--- config.mk ---
export PLATFORM = sky130hd
export DESIGN_NAME = flash_line_cache
export DESIGN_NICKNAME = d
export VERILOG_FILES = /design/src/rtl/flc_pkg.sv /design/src/rtl/flc_cfg_reg.sv /design/src/rtl/flc_line_tag.sv /design/src/rtl/flc_line_store.sv /design/src/rtl/flc_fill_ctrl.sv /design/src/rtl/flash_line_cache.sv
export SDC_FILE = /design/constraint.sdc
export NUM_CORES = 1
export LEC_CHECK = 0
export ABC_AREA = 0
export BUFFER_PORTS_ARGS = -buffer_cell sky130_fd_sc_hd__buf_2
export CAP_MARGIN = 10
export CORE_ASPECT_RATIO = 0.5
export CORE_MARGIN = 2
export CORE_UTILIZATION = 59
export CTS_CLUSTER_SIZE = 30
export DETAILED_ROUTE_END_ITERATION = 7
export PLACE_DENSITY = 0.77
export SLEW_MARGIN = 10
export SYNTH_ARGS = -nofsm -noshare
export SYNTH_HDL_FRONTEND = slang
export SYNTH_HIERARCHICAL = 1
export SYNTH_SLANG_ARGS = --single-unit
export TNS_END_PERCENT = 20
--- constraint.sdc ---
create_clock -name clk -period 6.6 [get_ports clk]
set_input_delay 0.99 -clock clk [delete_from_list [all_inputs] [get_ports clk]]
set_output_delay 0.99 -clock clk [all_outputs]
set_load 0.05 [all_outputs]
--- src/rtl/flc_pkg.sv ---
`timescale 1ns/1ps
package flc_pkg;

   typedef enum logic [1:0] {
      FS_IDLE = 2'd0,
      FS_REQ  = 2'd1,
      FS_FILL = 2'd2
   } fill_state_t;

   // line size exponent from the size code, clamped at the storage limit
   function automatic int unsigned code_to_log2(int unsigned code, int unsigned max_log2);
      int unsigned l;
      l = code + 2;
      return (l > max_log2) ? max_log2 : l;
   endfunction

endpackage

--- src/rtl/flc_cfg_reg.sv ---
`timescale 1ns/1ps
module flc_cfg_reg #(
   parameter int ADDR_W        = 32,
   parameter int CODE_W        = 3,
   parameter int LINE_MAX_LOG2 = 6,
   parameter int LOG_W         = $clog2(LINE_MAX_LOG2 + 1),
   parameter logic [7:0] RESET_OP = 8'h03
) (
   input  logic              clk,
   input  logic              rst_n,
   input  logic              cfg_we,
   input  logic [7:0]        cfg_opcode,
   input  logic [CODE_W-1:0] cfg_size_code,
   output logic [7:0]        op_q,
   output logic [LOG_W-1:0]  size_log2,
   output logic [ADDR_W-1:0] line_mask
);
   import flc_pkg::*;

   logic [CODE_W-1:0] code_q;

   generate
      if (CODE_W < 1 || CODE_W > 8) begin : g_bad_code
         $error("flc_cfg_reg: CODE_W out of range");
      end
      if (ADDR_W <= LINE_MAX_LOG2) begin : g_bad_addr
         $error("flc_cfg_reg: ADDR_W must exceed LINE_MAX_LOG2");
      end
   endgenerate

   always_ff @(posedge clk or negedge rst_n) begin
      if (!rst_n) begin
         op_q   <= RESET_OP;
         code_q <= '0;
      end else if (cfg_we) begin
         op_q   <= cfg_opcode;
         code_q <= cfg_size_code;
      end
   end

   always_comb begin
      size_log2 = LOG_W'(code_to_log2(32'(code_q), LINE_MAX_LOG2));
      line_mask = ~({ADDR_W{1'b1}} << size_log2);
   end

endmodule

--- src/rtl/flc_line_tag.sv ---
`timescale 1ns/1ps
module flc_line_tag #(
   parameter int ADDR_W = 32
) (
   input  logic              clk,
   input  logic              rst_n,
   input  logic              clr,
   input  logic              set,
   input  logic [ADDR_W-1:0] set_base,
   input  logic [ADDR_W-1:0] req_addr,
   input  logic [ADDR_W-1:0] line_mask,
   output logic              hit,
   output logic              line_valid
);

   logic [ADDR_W-1:0] base_q;

   always_ff @(posedge clk or negedge rst_n) begin
      if (!rst_n) begin
         line_valid <= 1'b0;
         base_q     <= '0;
      end else if (clr) begin
         line_valid <= 1'b0;
      end else if (set) begin
         line_valid <= 1'b1;
         base_q     <= set_base;
      end
   end

   always_comb hit = line_valid && ((req_addr & ~line_mask) == base_q);


   tag_clear_wins_chk: assert property (@(posedge clk) disable iff (!rst_n)
      $past(clr) |-> !line_valid);

endmodule

--- src/rtl/flc_line_store.sv ---
`timescale 1ns/1ps
module flc_line_store #(
   parameter int LINE_MAX_LOG2 = 6,
   parameter int WIDX_W        = LINE_MAX_LOG2 - 2
) (
   input  logic                     clk,
   input  logic                     wr_en,
   input  logic [LINE_MAX_LOG2-1:0] wr_idx,
   input  logic [7:0]               wr_byte,
   input  logic [WIDX_W-1:0]        rd_word_idx,
   output logic [31:0]              rd_word
);
   localparam int BYTES = 1 << LINE_MAX_LOG2;
   localparam int WORDS = BYTES / 4;

   generate
      if (LINE_MAX_LOG2 < 3 || LINE_MAX_LOG2 > 10) begin : g_bad_size
         $error("flc_line_store: LINE_MAX_LOG2 must be 3..10");
      end
   endgenerate

   logic [7:0]  mem   [BYTES];
   logic [31:0] words [WORDS];

   for (genvar b = 0; b < BYTES; b++) begin : g_byte
      always_ff @(posedge clk) begin
         if (wr_en && (wr_idx == LINE_MAX_LOG2'(b))) mem[b] <= wr_byte;
      end
   end

   for (genvar w = 0; w < WORDS; w++) begin : g_word
      assign words[w] = {mem[4*w+3], mem[4*w+2], mem[4*w+1], mem[4*w]};
   end

   assign rd_word = words[rd_word_idx];

endmodule

--- src/rtl/flc_fill_ctrl.sv ---
`timescale 1ns/1ps
module flc_fill_ctrl #(
   parameter int ADDR_W = 32,
   parameter int LEN_W  = 7,
   parameter int LOG_W  = 3
) (
   input  logic              clk,
   input  logic              rst_n,
   input  logic              bus_req,
   input  logic [ADDR_W-1:0] bus_addr,
   input  logic              hit,
   input  logic [ADDR_W-1:0] line_mask,
   input  logic [LOG_W-1:0]  size_log2,
   input  logic [7:0]        cfg_op,
   input  logic              cfg_we,
   output logic              fetch_req_valid,
   input  logic              fetch_req_ready,
   output logic [ADDR_W-1:0] fetch_addr,
   output logic [LEN_W-1:0]  fetch_len,
   output logic [7:0]        fetch_opcode,
   input  logic              fetch_rsp_valid,
   input  logic [7:0]        fetch_rsp_byte,
   output logic              wr_en,
   output logic [LEN_W-2:0]  wr_idx,
   output logic [7:0]        wr_byte,
   output logic              miss_start,
   output logic              fill_keep,
   output logic              active
);
   import flc_pkg::*;

   fill_state_t       state_q;
   logic [LEN_W-1:0]  cnt_q;
   logic [LEN_W-1:0]  len_q;
   logic [ADDR_W-1:0] base_q;
   logic [7:0]        op_q;
   logic              inv_q;
   logic              last_beat;

   always_comb begin
      miss_start      = (state_q == FS_IDLE) && bus_req && !hit;
      last_beat       = (state_q == FS_FILL) && fetch_rsp_valid && (cnt_q == len_q - LEN_W'(1));
      fill_keep       = last_beat && !inv_q && !cfg_we;
      active          = (state_q != FS_IDLE);
      fetch_req_valid = (state_q == FS_REQ);
      fetch_addr      = base_q;
      fetch_len       = len_q;
      fetch_opcode    = op_q;
      wr_en           = (state_q == FS_FILL) && fetch_rsp_valid;
      wr_idx          = cnt_q[LEN_W-2:0];
      wr_byte         = fetch_rsp_byte;
   end

   always_ff @(posedge clk or negedge rst_n) begin
      if (!rst_n) begin
         state_q <= FS_IDLE;
         cnt_q   <= '0;
         len_q   <= '0;
         base_q  <= '0;
         op_q    <= '0;
         inv_q   <= 1'b0;
      end else begin
         case (state_q)
            FS_IDLE: begin
               if (miss_start) begin
                  state_q <= FS_REQ;
                  base_q  <= bus_addr & ~line_mask;
                  len_q   <= LEN_W'(1) << size_log2;
                  op_q    <= cfg_op;
                  inv_q   <= cfg_we;
               end
            end
            FS_REQ: begin
               if (cfg_we) inv_q <= 1'b1;
               if (fetch_req_ready) begin
                  state_q <= FS_FILL;
                  cnt_q   <= '0;
               end
            end
            FS_FILL: begin
               if (cfg_we) inv_q <= 1'b1;
               if (fetch_rsp_valid) begin
                  cnt_q <= cnt_q + LEN_W'(1);
                  if (last_beat) state_q <= FS_IDLE;
               end
            end
            default: state_q <= FS_IDLE;
         endcase
      end
   end


   fill_count_bound_chk: assert property (@(posedge clk) disable iff (!rst_n)
      (state_q == FS_FILL) |-> (cnt_q < len_q));


   req_hold_chk: assert property (@(posedge clk) disable iff (!rst_n)
      (fetch_req_valid && !fetch_req_ready) |=>
         (fetch_req_valid && $stable(fetch_addr) && $stable(fetch_len) && $stable(fetch_opcode)));

endmodule

--- src/rtl/flash_line_cache.sv ---
`timescale 1ns/1ps
module flash_line_cache #(
   parameter int ADDR_W        = 32,
   parameter int CODE_W        = 3,
   parameter int LINE_MAX_LOG2 = 6,
   parameter logic [7:0] RESET_OP = 8'h03
) (
   input  logic                     clk,
   input  logic                     rst_n,
   input  logic                     cfg_we,
   input  logic [7:0]               cfg_opcode,
   input  logic [CODE_W-1:0]        cfg_size_code,
   input  logic                     bus_req,
   input  logic [ADDR_W-1:0]        bus_addr,
   output logic                     bus_ready,
   output logic [31:0]              bus_rdata,
   output logic                     fetch_req_valid,
   input  logic                     fetch_req_ready,
   output logic [ADDR_W-1:0]        fetch_addr,
   output logic [LINE_MAX_LOG2:0]   fetch_len,
   output logic [7:0]               fetch_opcode,
   input  logic                     fetch_rsp_valid,
   input  logic [7:0]               fetch_rsp_byte,
   output logic                     stat_bus_acc,
   output logic                     stat_busy
);
   localparam int LEN_W  = LINE_MAX_LOG2 + 1;
   localparam int LOG_W  = $clog2(LINE_MAX_LOG2 + 1);
   localparam int WIDX_W = LINE_MAX_LOG2 - 2;

   logic [7:0]               op_q;
   logic [LOG_W-1:0]         size_log2;
   logic [ADDR_W-1:0]        line_mask;
   logic                     hit;
   logic                     line_valid;
   logic                     miss_start;
   logic                     fill_keep;
   logic                     active;
   logic                     wr_en;
   logic [LEN_W-2:0]         wr_idx;
   logic [7:0]               wr_byte;
   logic [WIDX_W-1:0]        rd_word_idx;

   flc_cfg_reg #(
      .ADDR_W(ADDR_W), .CODE_W(CODE_W), .LINE_MAX_LOG2(LINE_MAX_LOG2),
      .LOG_W(LOG_W), .RESET_OP(RESET_OP)
   ) u_cfg (
      .clk(clk), .rst_n(rst_n), .cfg_we(cfg_we), .cfg_opcode(cfg_opcode),
      .cfg_size_code(cfg_size_code), .op_q(op_q), .size_log2(size_log2),
      .line_mask(line_mask)
   );

   flc_line_tag #(.ADDR_W(ADDR_W)) u_tag (
      .clk(clk), .rst_n(rst_n), .clr(cfg_we | miss_start), .set(fill_keep),
      .set_base(fetch_addr), .req_addr(bus_addr), .line_mask(line_mask),
      .hit(hit), .line_valid(line_valid)
   );

   flc_fill_ctrl #(.ADDR_W(ADDR_W), .LEN_W(LEN_W), .LOG_W(LOG_W)) u_fill (
      .clk(clk), .rst_n(rst_n), .bus_req(bus_req), .bus_addr(bus_addr),
      .hit(hit), .line_mask(line_mask), .size_log2(size_log2), .cfg_op(op_q),
      .cfg_we(cfg_we), .fetch_req_valid(fetch_req_valid),
      .fetch_req_ready(fetch_req_ready), .fetch_addr(fetch_addr),
      .fetch_len(fetch_len), .fetch_opcode(fetch_opcode),
      .fetch_rsp_valid(fetch_rsp_valid), .fetch_rsp_byte(fetch_rsp_byte),
      .wr_en(wr_en), .wr_idx(wr_idx), .wr_byte(wr_byte),
      .miss_start(miss_start), .fill_keep(fill_keep), .active(active)
   );

   assign rd_word_idx = bus_addr[LINE_MAX_LOG2-1:2] & line_mask[LINE_MAX_LOG2-1:2];

   flc_line_store #(.LINE_MAX_LOG2(LINE_MAX_LOG2), .WIDX_W(WIDX_W)) u_store (
      .clk(clk), .wr_en(wr_en), .wr_idx(wr_idx), .wr_byte(wr_byte),
      .rd_word_idx(rd_word_idx), .rd_word(bus_rdata)
   );

   assign bus_ready    = bus_req && hit && !active;
   assign stat_bus_acc = active;
   assign stat_busy    = active;


   acc_rise_on_miss_chk: assert property (@(posedge clk) disable iff (!rst_n)
      $rose(stat_bus_acc) |-> $past(bus_req && !bus_ready));


   cfg_write_forces_miss_chk: assert property (@(posedge clk) disable iff (!rst_n)
      $past(cfg_we) |-> !bus_ready);


   fetch_len_pow2_chk: assert property (@(posedge clk) disable iff (!rst_n)
      fetch_req_valid |-> ($countones(fetch_len) == 1 && fetch_len >= LEN_W'(4)));


   fetch_addr_aligned_chk: assert property (@(posedge clk) disable iff (!rst_n)
      fetch_req_valid |-> ((fetch_addr & (ADDR_W'(fetch_len) - ADDR_W'(1))) == '0));


   no_ready_while_filling_chk: assert property (@(posedge clk) disable iff (!rst_n)
      (fetch_rsp_valid && stat_bus_acc) |-> !line_valid);

endmodule

==> impl_metrics.csv, run 1 <==
group,metric,value,unit
run_status,outcome,"completed",
power_and_ir_drop,peakVddDrop,215.3,µV
layout,nets,1606,
global_route,first_global_vias,13515,
detailed_routing,wire_per_inst,24.40,µm
setup_path,crit_path_end_kind,"output port",
place,io_buffers,139,
setup_path,worstRegToRegCells,14,
detailed_routing,drt_wl_total,52090,µm
timing,post-route-min-period,5.185,ns
setup_path,worst-setup-path-type,"flip-flop to output port",
detailed_routing,vias,13125,
place,gp_congestion,0.7949,
flow_run,cap_violations,0,
logic_synthesis,synth_commonest_cells,"edfxtp_1, mux4_2, nand2_1",
setup_path,rrSetupSlack,2.31,ns
timing,rsz0062_at_grt,"no",
detailed_routing,drt_iter0_drc,1233,
timing,hold_viol,0,
floorplanning,rows,53,
detailed_routing,avgViaCountPerCell,6.148,
floorplanning,die_h,149.3,µm
clock_network,cts_tree,"done",
timing,worst_pin_slew,1.217,ns
floorplanning,ios,140,
setup_path,crit_chain,"inv_1 > ha_1 > or3b_4 > o21ai_1 > and2_4 > buf_4 > mux4_2 > a22oi_1 > nand2_1 > buf_2",
setup_path,worstReg2RegStart,"u_cfg/code_q[1]$_DFFE_PN0P_",
global_route,antenna_found_initial,6,
layout,multi_input_area,0.006422,mm²
clock_network,htreeDepth,2,
power_and_ir_drop,cellPowerDensity,336.7,mW/mm²
setup_path,slowest_stage,"mux4_2",
floorplanning,core_area,0.04178,mm²
logic_synthesis,async_flop_share,16.48,%
floorplanning,die_w,294.5,µm
clock_network,cts_made_buffers,52,
global_route,grt_max_degree,88,
timing,fin_setup_tns,0,ns
logic_synthesis,synth_cell_types,58,
setup_path,cp.required,5.61,ns
timing,fmax,192.9,MHz
logic_synthesis,yosysTopAreaCellShare,61.76,%
logic_synthesis,postSynthCellCount,1416,
global_route,track_usage,24.21,%
place,dp_hpwl,31100,µm
hold_path,holdCritPathClass,"primary input to async pin",
logic_synthesis,synth-seq-cells,613,
layout,seqCellArea,0.01790,mm²
clock_network,cts_sinks,613,
clock_network,cts_setup_buffers,0,
setup_path,critPathLaunchType,"flip-flop",
power_and_ir_drop,leakagePower,0.009601,µW
detailed_routing,drc,0,
floorplanning,initial_core_util,59.59,%
layout,drive_gt1_share,25.66,%
global_route,overflow,0,
logic_synthesis,synth_area,0.02490,mm²
clock_network,cts_hold_buf,0,
global_route,grt_pass1_wl,79580,µm
clock_network,clk_latency,0.60,ns
logic_synthesis,yosysWarnings,6,
logic_synthesis,synth_flop_cell,"edfxtp_1",
detailed_routing,first_pass_iters,5,
power_and_ir_drop,p_total,9301,µW
layout,n_fill_cell,2751,
timing,timing.final.crit_share,78.57,%
logic_synthesis,yosysMostFrequentCell,"edfxtp_1",
setup_path,r2r-end,"u_tag/base_q[3]$_DFFE_PN0P_",
layout,syn_to_final_growth,10.95,%
floorplanning,die_area,0.04395,mm²
timing,drv_slew,0,
clock_network,cts_resized,0,
logic_synthesis,synthTopCellsByArea,"edfxtp_1, mux4_2, dfrtp_1",
logic_synthesis,synth-edff-count,512,
clock_network,clock_path_buffers,3,
setup_path,worstPathArrival,4.20,ns
timing,finalClockSkew,0.03192,ns
timing,setup-violations-final,0,
clock_network,clk_pin_slew,0.07,ns
setup_path,max_stage_delay,0.59,ns
clock_network,cts-root-buf,"clkbuf_16",
setup_path,cp_max_fo,25,
logic_synthesis,avgSynthCellArea,17.58,µm²
logic_synthesis,synth_area_leader_cell,"edfxtp_1",
timing,slew_headroom,18.89,%
detailed_routing,ant_nets,0,
logic_synthesis,ys_seq_area_share,71.92,%
-- state kept, by name (all words and copies together) (netlist names) --
name and count:
u_tag/line_valid 1, u_tag/base_q 32, u_fill/fetch_opcode 8, u_fill/inv_q 1
u_fill/cnt_q 7, u_store/mem 512, u_cfg/code_q 3, u_cfg/op_q 8
u_fill/state_q 2, u_fill/fetch_addr 32, u_fill/fetch_len 7
-- cell type report --
type | count | area share [%]
multi-input cells | 703 | 23.25
well taps | 550 | 2.492
repair buffers | 150 | 2.972
inverters | 19 | 0.2582
flip-flops and latches | 613 | 64.82
diodes | 3 | 0.02718
clock buffers | 59 | 4.806
clock inverters | 38 | 1.368
-- worst max-delay path by stage --
stage	from	end	slack, ns	cells past startpoint
after floorplan	u_cfg/code_q[1]$_DFFE_PN0P_	bus_rdata[0]	2.86	10
after global routing	u_cfg/code_q[1]$_DFFE_PN0P_	bus_rdata[22]	1.16	10
after global placement	u_cfg/code_q[1]$_DFFE_PN0P_	bus_rdata[16]	2.09	10
final	u_cfg/code_q[1]$_DFFE_PN0P_	bus_rdata[22]	1.41	10
after CTS	u_cfg/code_q[1]$_DFFE_PN0P_	bus_rdata[22]	1.33	10
after detailed placement	u_cfg/code_q[1]$_DFFE_PN0P_	bus_rdata[22]	2.03	10
-- logic make-up after synthesis --
| kind of cell | count (synthesis) | share of synthesized area [%] |
|---|---|---|
| xor+xnor | 37 | 1.302 |
| flops | 613 | 71.92 |
| other cells | 1 | 0.01506 |
| mux | 171 | 13.51 |
| buf+inv | 124 | 2.724 |
| simple gates | 323 | 6.328 |
| fa+ha+maj | 10 | 0.5026 |
| compound gates | 137 | 3.694 |
-- routing by layer --
| metal | global-route usage, % | up-vias | share of wire [%] | wire [µm] |
|---|---|---|---|---|
| met1 | 32.71 | 6759 | 39 | 20310 |
| met4 | 5.842 | 6 | 2.2 | 1147 |
| li1 | - | 5681 | - | - |
| met3 | 5.319 | 89 | 8.6 | 4464 |
| met5 | 0 | - | 0.065 | 34 |
| met2 | 40.88 | 590 | 50 | 26140 |
-- per-stage QoR --
stage	area [µm²]	setup slack [ns]	util, %	std cells	hold slack, ns
after global placement	25900	2.086	62.01	2035	0.4500
after CTS	27610	1.330	66.09	2132	0.3169
after floorplan	24990	2.865	-	1440	0.4315
after detailed placement	25900	2.030	62.01	2035	0.4641
after global routing	27620	1.162	66.10	2133	0.3347
final	27620	1.415	66.11	2135	0.3289
-- report_power, final --
part | leakage (µW) | internal [µW] | switching, µW | total (µW)
combinational | 0.00283 | 486 | 1250 | 1730
clock | 0.000832 | 1690 | 1380 | 3070
sequential | 0.00594 | 4350 | 146 | 4490
total | 0.00960 | 6530 | 2770 | 9300
-- worst max-delay path: cells and delay by family (launching register included) --
family	cells	cell delay [ns]
and+or+nand+nor	3	1.07
buffers and inverters	3	0.83
muxes	1	0.59
AOI/OAI and AO/OA	2	0.52
DFF	1	0.38
adders and majority gates	1	0.20
-- cells in the final DEF (no fill, tap or decap), drive strengths merged, types with 41 or more instances in the layout --
cell type | Yosys | final
mux2 | 41 | 41
o21ai | 44 | 44
buf | 73 | 150
nand2b | 62 | 62
mux4 | 128 | 128
a22oi | 65 | 65
nor2 | 81 | 81
dfrtp | 99 | 99
edfxtp | 512 | 512
nand2 | 115 | 115
clkbuf | 32 | 59
(Power assumes the default switching activity.)
==> inputs of run 2 (changes only) <==
- CORE_UTILIZATION: 59 -> 55
- PLACE_DENSITY: 0.77 -> 0.76
- clock period: 6.6 -> 4.5 ns (I/O delays scaled with it)
==> run 2 against run 1 <==
Setup slack worse by 1.3 ns. Register-to-register slack worse by 1.8 ns. Via count is 0.71% higher. Final cell count is 2.8% higher. Core utilization is 3.9 points lower. Cell area is 1.3% higher. Non-clock buffer count is 12 higher. Sequential share of layout area is 0.83 points lower.
==> impl_metrics.csv, run 2 (synthesis gave the netlist of run 1 again) <==
group,metric,value,unit
timing,rsz0062_at_grt,"yes",
clock_network,clock_path_buffers,3,
layout,drive_gt1_share,26.99,%
timing,worst_pin_slew,1.267,ns
clock_network,clk_latency,0.59,ns
detailed_routing,drt_iter0_drc,1584,
timing,post-route-min-period,4.361,ns
place,gp_congestion,0.8159,
detailed_routing,first_pass_iters,5,
setup_path,rrSetupSlack,0.50,ns
floorplanning,ios,140,
setup_path,r2r-end,"u_fill/state_q[1]$_DFFE_PN0P_",
detailed_routing,wire_per_inst,24.76,µm
setup_path,cp.required,3.83,ns
layout,n_fill_cell,3051,
layout,layout_commonest_cell,"edfxtp_1",
layout,seqCellArea,0.01790,mm²
clock_network,clk_pin_slew,0.06,ns
setup_path,cp_max_fo,20,
run_status,outcome,"completed",
clock_network,cts_made_buffers,51,
place,dp_hpwl,31380,µm
layout,largest_reg_flops,512,
global_route,grt_pass1_wl,82170,µm
detailed_routing,drt_wl_total,54330,µm
place,dp_slack,0.3266,ns
layout,multi_input_area,0.006469,mm²
floorplanning,die_area,0.04709,mm²
place,io_buffers,139,
timing,slew_headroom,15.55,%
setup_path,critPathLaunchType,"flip-flop",
global_route,overflow,0,
timing,hold_viol,0,
clock_network,cts_tree,"done",
floorplanning,core_area,0.04494,mm²
layout,syn_to_final_growth,12.38,%
floorplanning,die_w,304.9,µm
clock_network,cts-root-buf,"clkbuf_16",
hold_path,holdCritPathClass,"primary input to async pin",
clock_network,htreeDepth,2,
layout,fin_cells,2194,
setup_path,crit_path_end_kind,"output port",
place,dp.cells,2090,
timing,fmax,229.3,MHz
layout,largest-register,"u_store/mem",
layout,layout_common_cells,"edfxtp_1, buf_2, mux4_2",
timing,drv_slew,0,
global_route,first_global_vias,13696,
global_route,track_usage,23.08,%
layout,nets,1617,
setup_path,worstRegToRegCells,15,
flow_run,cap_violations,0,
timing,worst_slack,0.1392,ns
setup_path,worstReg2RegStart,"u_cfg/code_q[1]$_DFFE_PN0P_",
floorplanning,rows,55,
detailed_routing,vias,13218,
power_and_ir_drop,cellPowerDensity,495.2,mW/mm²
global_route,grt_max_degree,88,
timing,timing.final.crit_share,96.91,%
setup_path,worst-setup-path-type,"flip-flop to output port",
global_route,antenna_found_initial,4,
timing,finalClockSkew,0.01981,ns
clock_network,cts_sinks,613,
power_and_ir_drop,peakVddDrop,461.8,µV
floorplanning,die_h,154.4,µm
floorplanning,initial_core_util,55.40,%
setup_path,worstPathArrival,3.69,ns
detailed_routing,avgViaCountPerCell,6.025,
power_and_ir_drop,leakagePower,0.009709,µW
timing,setup-violations-final,0,
detailed_routing,drc,0,
detailed_routing,ant_nets,0,
## run 2: changes by cell type in the layout (fill, tap and decap cells not counted), moves of 3 or more
cell / before / now
a22oi_1: 65 / 55
clkinv_2: 11 / 7
buf_16: 0 / 3
clkinvlp_4: 0 / 5
buf_4: 10 / 15
a22oi_2: 0 / 10
## run 2: worst max-delay path, cell delays in order (launching register included)
cell	delay, ns
dfrtp_1	0.38
inv_1	0.09
ha_1	0.20
or3b_4	0.42
o21ai_1	0.18
and2_4	0.28
buf_16	0.21
buf_16	0.21
mux4_2	0.54
a22oi_2	0.26
nand2_1	0.08
buf_2	0.21
## run 2: per-layer routing
metal | vias up | wire length [µm] | track usage (%)
li1 | 5704 | - | -
met1 | 6828 | 21110 | 30.63
met2 | 590 | 27730 | 39.83
met3 | 94 | 4377 | 4.453
met4 | 2 | 1105 | 5.870
met5 | - | 13 | 0
## run 2: how the worst max path moves through the flow
stage | to | start | slack (ns)
5_1_grt | bus_rdata[7] | u_cfg/code_q[1]$_DFFE_PN0P_ | -0.03
3_5_place_dp | u_fill/state_q[1]$_DFFE_PN0P_ | u_cfg/code_q[1]$_DFFE_PN0P_ | 0.33
4_1_cts | bus_rdata[5] | u_cfg/code_q[1]$_DFFE_PN0P_ | -0.003
6_report | bus_rdata[7] | u_cfg/code_q[1]$_DFFE_PN0P_ | 0.14
3_3_place_gp | u_fill/state_q[0]$_DFFE_PN0P_ | u_cfg/code_q[1]$_DFFE_PN0P_ | 0.60
2_1_floorplan | u_tag/base_q[0]$_DFFE_PN0P_ | u_cfg/code_q[1]$_DFFE_PN0P_ | 0.96
## run 2: repair_timing
item                                    in CTS  in global routing
hold buffers                                 0                  0
resized for setup                            2                 14
gates cloned                                 0                  1
pin swaps                                    0                  1
setup buffers                                0                  4
endpoints found under the setup margin       3                 27
## run 2: per-stage QoR
stage	setup TNS (ns)	total power, µW	cell area, µm²	hold slack (ns)	utilization (%)
global placement	0	9214	26080	0.4427	58.03
finish	0	13850	27980	0.2515	62.26
detailed placement	0	9311	26080	0.4614	58.03
global route	-0.05535	14330	27980	0.3084	62.26
CTS	-0.002998	13900	27840	0.2887	61.96
floorplan	0	8587	24990	0.3794	-
## run 2: layout make-up
class                   count  share of cell area (%)
diodes                      3                 0.02683
clock buffers              57                   4.718
clock inverters            39                   1.552
inverters                  19                  0.2549
multi-input cells         703                   23.12
flip-flops and latches    613                   64.00
well taps                 598                   2.674
repair buffers            162                   3.658
## run 2: report_power, final
part           total [µW]  switching (µW)  internal, µW
clock                4620            2030          2590
combinational        2660            1900           753
sequential           6580             203          6380
==> inputs of run 3 (changes only) <==
- CORE_MARGIN: 2 -> 5
- HOLD_SLACK_MARGIN: default -> 0.08
==> run 3 against run 2 <==
Core utilization is 0.33 points lower. Via count is 1.1% lower. Sequential cell count stayed put. Non-clock buffer count is 1 lower. Wire length is 2.5% lower. Global-route usage is 2.3 points lower. Combinational power hardly changed. Highest routed layer unchanged.
==> impl_metrics.csv, run 3 (synthesis gave the netlist of run 1 again) <==
group,metric,value,unit
power_and_ir_drop,cellPowerDensity,485.8,mW/mm²
hold_path,holdCritPathClass,"primary input to async pin",
floorplanning,die_w,310.9,µm
power_and_ir_drop,p_total,13520,µW
global_route,first_global_vias,13638,
global_route,overflow,0,
clock_network,cts_made_buffers,51,
flow_run,cap_violations,0,
layout,largest-register,"u_store/mem",
setup_path,cp.required,3.83,ns
timing,finalClockSkew,0.03442,ns
timing,rsz0062_at_grt,"yes",
layout,syn_to_final_growth,11.78,%
clock_network,clock_path_buffers,3,
layout,layout_commonest_cell,"edfxtp_1",
detailed_routing,avgViaCountPerCell,5.963,
timing,post-route-min-period,4.431,ns
detailed_routing,ant_nets,0,
global_route,grt_pass1_wl,80610,µm
floorplanning,rows,55,
setup_path,critPathLaunchType,"flip-flop",
timing,timing.final.crit_share,98.46,%
timing,holdWs,0.2265,ns
place,dp_slack,0.5447,ns
power_and_ir_drop,leakagePower,0.009664,µW
layout,largest_reg_flops,512,
clock_network,cts-root-buf,"clkbuf_16",
power_and_ir_drop,peakVddDrop,404.2,µV
place,gp_congestion,0.8021,
clock_network,cts_tree,"done",
detailed_routing,drt_iter0_drc,1276,
floorplanning,core_area,0.04494,mm²
detailed_routing,drc,0,
clock_network,cts_hold_buf,0,
clock_network,cts_sinks,613,
setup_path,worst-setup-path-type,"flip-flop to output port",
layout,utilization,61.93,%
floorplanning,ios,140,
clock_network,clk_latency,0.60,ns
detailed_routing,vias,13071,
clock_network,clk_pin_slew,0.07,ns
floorplanning,die_area,0.04988,mm²
layout,drive_gt1_share,26.32,%
floorplanning,die_h,160.4,µm
setup_path,crit_path_end_kind,"output port",
timing,setup-violations-final,0,
place,io_buffers,139,
timing,drv_slew,0,
timing,worst_pin_slew,1.226,ns
clock_network,htreeDepth,2,
timing,worst_slack,0.06913,ns
layout,layout_common_cells,"edfxtp_1, buf_2, mux4_2",
detailed_routing,first_pass_iters,5,
global_route,grt_max_degree,129,
timing,hold_viol,0,
run_status,outcome,"completed",
detailed_routing,wire_per_inst,24.16,µm
floorplanning,initial_core_util,55.40,%
timing,slew_headroom,18.29,%
setup_path,cp_max_fo,11,
setup_path,worstPathArrival,3.76,ns
timing,fmax,225.7,MHz
global_route,antenna_found_initial,5,
detailed_routing,drt_wl_total,52970,µm
place,dp_hpwl,31200,µm
global_route,track_usage,20.79,%
layout,nets,1616,
-- run 3: changes by cell type in the layout (fill, tap and decap cells not counted), moves of 2 or more --
| cell | delta |
|---|---|
| clkinvlp_4 | -4 |
| bufinv_16 | -5 |
| clkbuf_8 | +2 |
| clkinvlp_2 | -2 |
| buf_12 | -2 |
| a22oi_2 | -3 |
| buf_6 | -2 |
| clkbuf_4 | +3 |
| a22oi_1 | +3 |
| clkbuf_1 | +9 |
| clkinv_1 | -3 |
-- run 3: what timing repair did --
| item | 4_1_cts | 5_1_grt |
|---|---|---|
| endpoints found under the hold margin | 0 | 0 |
| buffers inserted | 0 | 3 |
| endpoints found under the setup margin | 0 | 21 |
| resized for setup | 0 | 12 |
-- run 3: worst paths after layout --
path / startpoint / endpoint / slack, ns / cells after the start
max in group asynchronous: rst_n / u_fill/fetch_len[6]$_DFFE_PN0P_ / 3.33 / 2
min reg2reg: u_cfg/op_q[0]$_DFFE_PN1P_ / u_fill/fetch_opcode[0]$_DFFE_PN0P_ / 0.49 / 2
max reg2reg: u_cfg/code_q[1]$_DFFE_PN0P_ / u_tag/base_q[26]$_DFFE_PN0P_ / 0.53 / 15
min: rst_n / u_fill/fetch_addr[21]$_DFFE_PN0P_ / 0.23 / 1
min in group clk: cfg_size_code[2] / u_cfg/code_q[2]$_DFFE_PN0P_ / 0.29 / 3
max: u_cfg/code_q[1]$_DFFE_PN0P_ / bus_rdata[30] / 0.07 / 11
-- run 3: area by class of cell --
class / count / area, µm²
clock buffer: 70 / 1379
multi-input combinational: 703 / 6452
fill: 3091 / 17110
sequential: 613 / 17900
timing repair buffer: 161 / 1018
tap: 598 / 748.2
clock inverter: 26 / 249.0
inverter: 19 / 71.32
antenna: 2 / 5.005
-- run 3: worst max-delay path: stages (launching register included) --
cell and delay (ns):
dfrtp_1 0.37, inv_1 0.09, ha_1 0.19, or3b_4 0.42, o21ai_1 0.19, and2_4 0.28, buf_4 0.22, buf_16 0.18
mux4_2 0.56, a22oi_2 0.29, nand2_1 0.11, buf_2 0.22
-- run 3: per-stage QoR --
step / instance area (µm²) / std cells / TNS (ns)
CTS: 27630 / 2183 / 0
global route: 27830 / 2192 / -0.2369
finish: 27830 / 2192 / 0
global placement: 26000 / 2087 / 0
detailed placement: 26000 / 2087 / 0
floorplan: 24990 / 1440 / 0
-- run 3: per-layer routing --
metal	track usage, %	part of all wire, %
met1	27.65	39
met2	35.97	51
met3	4.603	8.1
met4	4.533	1.8
met5	0	0.074
-- run 3: power breakdown --
part           internal (µW)  switching, µW
sequential              6380            195
clock                   2340           1960
combinational            753           1900
